**src/rtl/dma_page_addr.sv**
```systemverilog
module dma_page_addr #(
  parameter int ADDR_W = 24,
  parameter int OFS_W  = 16
) (
  input  logic              clk,
  input  logic              rst_n,
  input  logic              load_en,
  input  logic [ADDR_W-1:0] load_addr,
  input  logic              wide_mode,
  input  logic              count_down,
  input  logic              step_en,
  output logic [ADDR_W-1:0] addr
);
  localparam int WIDE_TOP = OFS_W;

  logic [ADDR_W-1:0] addr_q;
  logic              wide_q;
  logic              down_q;
  logic [OFS_W-1:0]  byte_ofs, word_ofs, byte_nxt, word_nxt;
  logic [ADDR_W-1:0] step_val;

  assign byte_ofs = addr_q[OFS_W-1:0];
  assign word_ofs = addr_q[WIDE_TOP:1];
  assign byte_nxt = down_q ? byte_ofs - 1'b1 : byte_ofs + 1'b1;
  assign word_nxt = down_q ? word_ofs - 1'b1 : word_ofs + 1'b1;

  always_comb begin
    step_val = addr_q;
    if (wide_q) step_val[WIDE_TOP:1] = word_nxt;
    else        step_val[OFS_W-1:0]  = byte_nxt;
  end

  always_ff @(posedge clk or negedge rst_n) begin
    if (!rst_n) begin
      addr_q <= '0;
      wide_q <= 1'b0;
      down_q <= 1'b0;
    end else if (load_en) begin
      addr_q <= load_addr;
      wide_q <= wide_mode;
      down_q <= count_down;
    end else if (step_en) begin
      addr_q <= step_val;
    end
  end

  assign addr = addr_q;

  assert_load_takes_R2: assert property (@(posedge clk) disable iff (!rst_n)
    load_en |=> addr == $past(load_addr));

  assert_load_beats_step_R3: assert property (@(posedge clk) disable iff (!rst_n)
    (load_en && step_en) |=> addr == $past(load_addr));

  assert_narrow_page_held_R4: assert property (@(posedge clk) disable iff (!rst_n)
    (!load_en && step_en && !wide_q) |=> addr[ADDR_W-1:OFS_W] == $past(addr[ADDR_W-1:OFS_W]));

  assert_narrow_down_R5: assert property (@(posedge clk) disable iff (!rst_n)
    (!load_en && step_en && !wide_q && down_q) |=>
      addr[OFS_W-1:0] == $past(addr[OFS_W-1:0]) - 1'b1);

  assert_wide_page_held_R6: assert property (@(posedge clk) disable iff (!rst_n)
    (!load_en && step_en && wide_q) |=> addr[ADDR_W-1:WIDE_TOP+1] == $past(addr[ADDR_W-1:WIDE_TOP+1]));

  assert_wide_down_R7: assert property (@(posedge clk) disable iff (!rst_n)
    (!load_en && step_en && wide_q && down_q) |=>
      addr[WIDE_TOP:1] == $past(addr[WIDE_TOP:1]) - 1'b1);

  assert_idle_stable_R8: assert property (@(posedge clk) disable iff (!rst_n)
    (!load_en && !step_en) |=> $stable(addr));

  assert_bit0_kept_R9: assert property (@(posedge clk) disable iff (!rst_n)
    (!load_en && step_en && wide_q) |=> addr[0] == $past(addr[0]));
endmodule

```
**config.mk**
```make
export PLATFORM = sky130hd
export DESIGN_NAME = dma_page_addr
export DESIGN_NICKNAME = d
export VERILOG_FILES = /design/src/rtl/dma_page_addr.sv
export SDC_FILE = /design/constraint.sdc
export NUM_CORES = 1
export LEC_CHECK = 0
export BUFFER_PORTS_ARGS = -buffer_cell sky130_fd_sc_hd__clkbuf_2
export CORE_ASPECT_RATIO = 0.5
export CORE_MARGIN = 8
export CORE_UTILIZATION = 47
export DETAILED_ROUTE_END_ITERATION = 10
export PLACE_DENSITY = 0.76
export SETUP_SLACK_MARGIN = 0.5
export SLEW_MARGIN = 20
export SYNTH_ARGS = -nofsm -noshare
export SYNTH_HDL_FRONTEND = slang
export SYNTH_SLANG_ARGS = --single-unit
```
**constraint.sdc**
```tcl
create_clock -name clk -period 2.3 [get_ports clk]
set_clock_uncertainty 0.15 [all_clocks]
set_input_delay 0.23 -clock clk [delete_from_list [all_inputs] [get_ports clk]]
set_output_delay 0.23 -clock clk [all_outputs]
set_load 0.1 [all_outputs]
```
# After elaboration in Yosys (flattened, before gate mapping)
# Index checks and enable logic that the tools add are counted.
# W data, S select, Z words.
dict set report classes {
  eq_ne 1
  n_mux 7
  n_mul 0
  div 0
  addsub 4
  n_reduce_logical 4
  bitwise_logic 0
  order_cmp 0
  n_shift 0
}
# cell count
set op_table {}
lappend op_table {{$add A16 B1 Y16 const B} 2}
lappend op_table {{$mux W16} 2}
lappend op_table {{$sub A16 B1 Y16 const B} 2}
lappend op_table {{$mux W24} 1}
lappend op_table {{$mux W17} 1}
lappend op_table {{$mux W15} 1}
lappend op_table {{$reduce_and A2 Y1} 2}
lappend op_table {{$reduce_bool A2 Y1} 2}
lappend op_table {{$mux W1} 2}
lappend op_table {{$ne A2 B2 Y1 const B} 1}
dict set report word_totals {
  rom_bits 0
  elab_cells 22
  mem_count 0
  register_bits 26
  inputBits 30
  ram_bits 0
  latchBits 0
}

# Depth between registers and ports, before layout
dict set report logic_depth {
  depth_word 5
  mapped_depth 8
  mapped_depth_nobuf 7
}

# Least setup slack after synthesis
# OpenSTA, ideal clock, no wires.
dict set report synth_path {
  kind {register to register}
  start {register addr_q[2], in the netlist addr[2]}
  end {register addr_q[15], in the netlist addr[15]}
  setup_slack_ns -0.481
  stages_incl_launch_ff 8
  period_less_slack_ns 2.781
  path_buffers 0
  arrival_time_ns 2.544
  path_cell_list {dfrtp_1 -> ha_1 -> a211oi_2 -> a22oi_2 -> a21oi_4 -> nor3_1 -> or4_1 -> o211ai_1}
}
dict set report synth_via {
  elab_chain_len 5
  elab_cells_between_ends 9
  cone_classes {4 x add/sub; 5 x mux}
}
# item line
set synth_lines {}
lappend synth_lines {{start, declared} 16} ;# logic [ADDR_W-1:0] addr_q;
lappend synth_lines {{start signal, assigned} 39} ;# addr_q <= load_addr;
lappend synth_lines {{start signal, assigned} 43} ;# addr_q <= step_val;
lappend synth_lines {{$add A16 B1 Y16 (tied with other cells)} 24} ;# assign byte_nxt = down_q ? byte_ofs - 1'b1 : byte_ofs + 1'b1;
lappend synth_lines {{$mux W16, on equally long branches} {24, 25}}
lappend synth_lines {{$mux W15 (*)} 29} ;# if (wide_q) step_val[WIDE_TOP:1] = word_nxt;
lappend synth_lines {{$mux W17 (*)} 42} ;# end else if (step_en) begin
lappend synth_lines {{$mux W24 (*)} 38} ;# end else if (load_en) begin
# Mark *: on every way between the ends. The rest lies on a longest branch, timed or not. The select of a mux whose other input is x is not followed.
# A chain may end at the register's enable or synchronous reset.

# Worst setup path after layout
dict set report layout_path {
  start {register down_q}
  end {register addr_q[2], in the netlist addr[2]}
}
dict set report layout_via {
  elab_chain_len 4
  elab_cells_between_ends 5
  cone_classes {5 x mux}
}
# item line
set layout_lines {}
lappend layout_lines {{start, declared} 18} ;# logic down_q;
lappend layout_lines {{start signal, assigned} 41} ;# down_q <= count_down;
lappend layout_lines {{$mux W16, on equally long branches} {24, 25}}
lappend layout_lines {{$mux W15 (*)} 29}
lappend layout_lines {{$mux W17 (*)} 42}
lappend layout_lines {{$mux W24 (*)} 38}
# Marks and branches as above.

==> reports/metrics.yaml <==
grt_max_degree: 27
ys_types: 39
finalSetupViolCount: 10
required_ns: 2.36
antenna_found_initial: 0
synthArstFlopShare_pct: 100.0
clock_sinks: 26
p_total_mw: 2.898
rsz0062_at_grt: "yes"
leakagePower_nw: 1.297
fin_tns_setup_ns: -0.5120
violations: "setup timing"
drt-initial-drc-count: 131
vias: 2063
yosysWarnings: 0
drt-total-wl_um: 6887
ys_seq_elements: 26
ir_drop_mv: 0.5551
hold_start: "load_addr[4]"
diodes: 0
core_area_um2: 3924
share_comb_of_total_power_pct: 66.8
viasPerCell: 5.715
syn_area_um2: 1937
n_fill_cell: 259
dieArea_um2: 6556
area_delta_synth_final_pct: 57.62
most-common-layout-cells: "clkbuf_2, buf_4, nand2_1"
ff2ff_path_depth: 11
tightest_slew_ns: 0.7105
holdCritPathClass: "input port to flip-flop"
cts_buffers: 3
synth_edf_count: 0
pre_cts_ws_ns: -0.1311
p_per_area_nw_per_um2: 949.1
clockPowerShare_pct: 10.8
r2r_start: "down_q$_DFFE_PN0P_"
ant_nets: 0
ios: 54
gp_congestion: 0.8655
setup_slack_ns: -0.08655
min_path_cells: 3
rr_endpoint: "addr[2]$_DFFE_PN0P_"
syn_inst: 218
ys.flop_type: "dfrtp_1"
drtPass1Iterations: 4
cts_tree: "built"
num_rows: 16
clockBufferDepth: 2
p_sw_mw: 1.460
drv_cap: 0
crit_type: "flip-flop to flip-flop"
hpwl_um: 4508
seqPwrFrac_pct: 22.4
wire_per_inst_um: 19.08
ys_seq_area_share_pct: 33.59
start_kind: "flip-flop"
numPortBuffers: 53
mostFrequentLayoutCell: "clkbuf_2"
fmax_mhz: 419.0
drive_gt1_share_pct: 58.96
rrSetupSlack_ns: -0.09
grt_overflow: 0
layout_min_cycle_time_ns: 2.387
hold_violations: 0
worstSetupEndpointType: "flip-flop"
first_global_vias: 2196
swShare_pct: 50.38
internal-power_mw: 1.438
holdPathEnd: "addr[4]$_DFFE_PN0P_"
track_usage_pct: 20.43
status: "finished with violations"
drv_slew: 0
root_buffer: "clkbuf_8"
final_nets: 355
remaining_drc_errors: 0
initial_core_util_pct: 49.36
synth_nets: 265
grt_pass1_wl_um: 10590
clk_latency_ns: 0.28
die_w_um: 106.8
clk_pin_slew_ns: 0.10
crit_fanout: 4
htreeDepth: 1
finalCritPeriodShare_pct: 103.8
dieHeight_um: 61.40
worstPathArrival_ns: 2.45
syn_area_per_cell_um2: 8.885
slew-limit-headroom_pct: 52.63
[kinds of logic after synthesis]
group / Yosys count / share of synthesized area (%)
AOI/OAI and AO/OA: 70 / 23.00
xor gates and xnor gates: 15 / 6.783
adders and majority gates: 17 / 11.76
buffers and inverters: 20 / 4.328
DFF: 26 / 33.59
muxes: 11 / 6.202
and+or+nand+nor: 59 / 14.34
[layout make-up]
type,instances,area [µm²],area share (%)
Clock buffer,4,55.05,1.803
Inverter,6,22.52,0.7377
Multi-Input combinational cell,172,1543,50.53
Sequential cell,26,706.9,23.16
Tap cell,54,67.56,2.213
Timing Repair Buffer,99,658.1,21.56
[worst max-delay path, stage by stage (launching register included)]
cell	delay, ns
dfrtp_4	0.53
buf_4	0.15
buf_6	0.11
fa_2	0.36
buf_4	0.15
buf_4	0.12
buf_4	0.12
xor2_1	0.19
nor2_1	0.07
a21oi_1	0.17
a211oi_2	0.09
a21oi_1	0.12
[power by group through the flow]
stage               Clock (mW)  Sequential, mW  Combinational [mW]
global placement             0           0.658                1.51
finish                   0.313           0.650                1.93
global route             0.335           0.659                2.05
detailed placement           0           0.659                1.54
floorplan                    0            1.17               0.638
CTS                      0.320           0.642                1.75
[what timing repair did]
action / 4_1_cts / 5_1_grt
endpoints found under the setup margin: 15 / 15
setup buffers: 15 / 7
pin swaps: 25 / 21
resized for setup: 42 / 29
hold buffers: 1 / 0
endpoints found under the hold margin: 26 / 0
gates cloned: 0 / 0
[metal layers]
metal  vias to the layer above  GRT usage [%]  share of wire, %
met4                         0          5.941               1.4
li1                        978              -                 -
met3                        13          4.489               7.3
met1                      1005          25.40                43
met2                        67          35.47                48
met5                         -              0                 0
[synth_stat cells (2+ instances only)]
cell type	instances	area share, %
mux2_2	8	4.7
fa_1	2	2.1
nand2b_1	3	0.97
nor2b_1	2	0.65
o31ai_1	3	1.2
dfrtp_1	26	34
nand3_1	5	1.3
mux2i_1	3	1.6
and4_1	3	1.4
nor2_1	14	2.7
o21ai_0	23	5.9
xor2_1	5	2.3
ha_1	15	9.7
a31oi_1	2	0.65
nor3_1	3	0.77
inv_1	6	1.2
xnor2_1	10	4.5
nand4_1	6	1.9
nand2_1	22	4.3
o21ai_1	2	0.52
a21oi_1	16	4.1
clkbuf_1	11	2.1
a211oi_1	4	1.6
a22oi_1	7	2.7
o211ai_1	2	0.77
a221oi_1	2	0.90
[registers in the layout, summed over array words and instances, names as in the netlist]
register	flops
addr	24
wide_q	1
down_q	1
[worst max path at each step]
| stage | endpoint | from | slack (ns) | cells after the start |
|---|---|---|---|---|
| after floorplan | addr[15]$_DFFE_PN0P_ | down_q$_DFFE_PN0P_ | 0.06 | 7 |
| after global placement | addr[10]$_DFFE_PN0P_ | down_q$_DFFE_PN0P_ | -0.11 | 7 |
| after detailed placement | addr[14]$_DFFE_PN0P_ | down_q$_DFFE_PN0P_ | -0.13 | 7 |
| after CTS | addr[15]$_DFFE_PN0P_ | down_q$_DFFE_PN0P_ | -0.03 | 9 |
| after global routing | addr[2]$_DFFE_PN0P_ | down_q$_DFFE_PN0P_ | -0.17 | 11 |
| final | addr[2]$_DFFE_PN0P_ | down_q$_DFFE_PN0P_ | -0.09 | 11 |
[stage by stage]
| stage | instances | utilization, % | area, µm² | hold WS [ns] |
|---|---|---|---|---|
| floorplan | 218 | - | 2117 | -0.2156 |
| global route | 361 | 77.81 | 3053 | 0.01851 |
| detailed placement | 334 | 65.18 | 2557 | 0.1598 |
| CTS | 354 | 73.53 | 2885 | 0.005261 |
| global placement | 334 | 65.18 | 2557 | 0.1468 |
| finish | 361 | 77.81 | 3053 | 0.003643 |
Note: power is estimated with default switching activity, not from simulation.
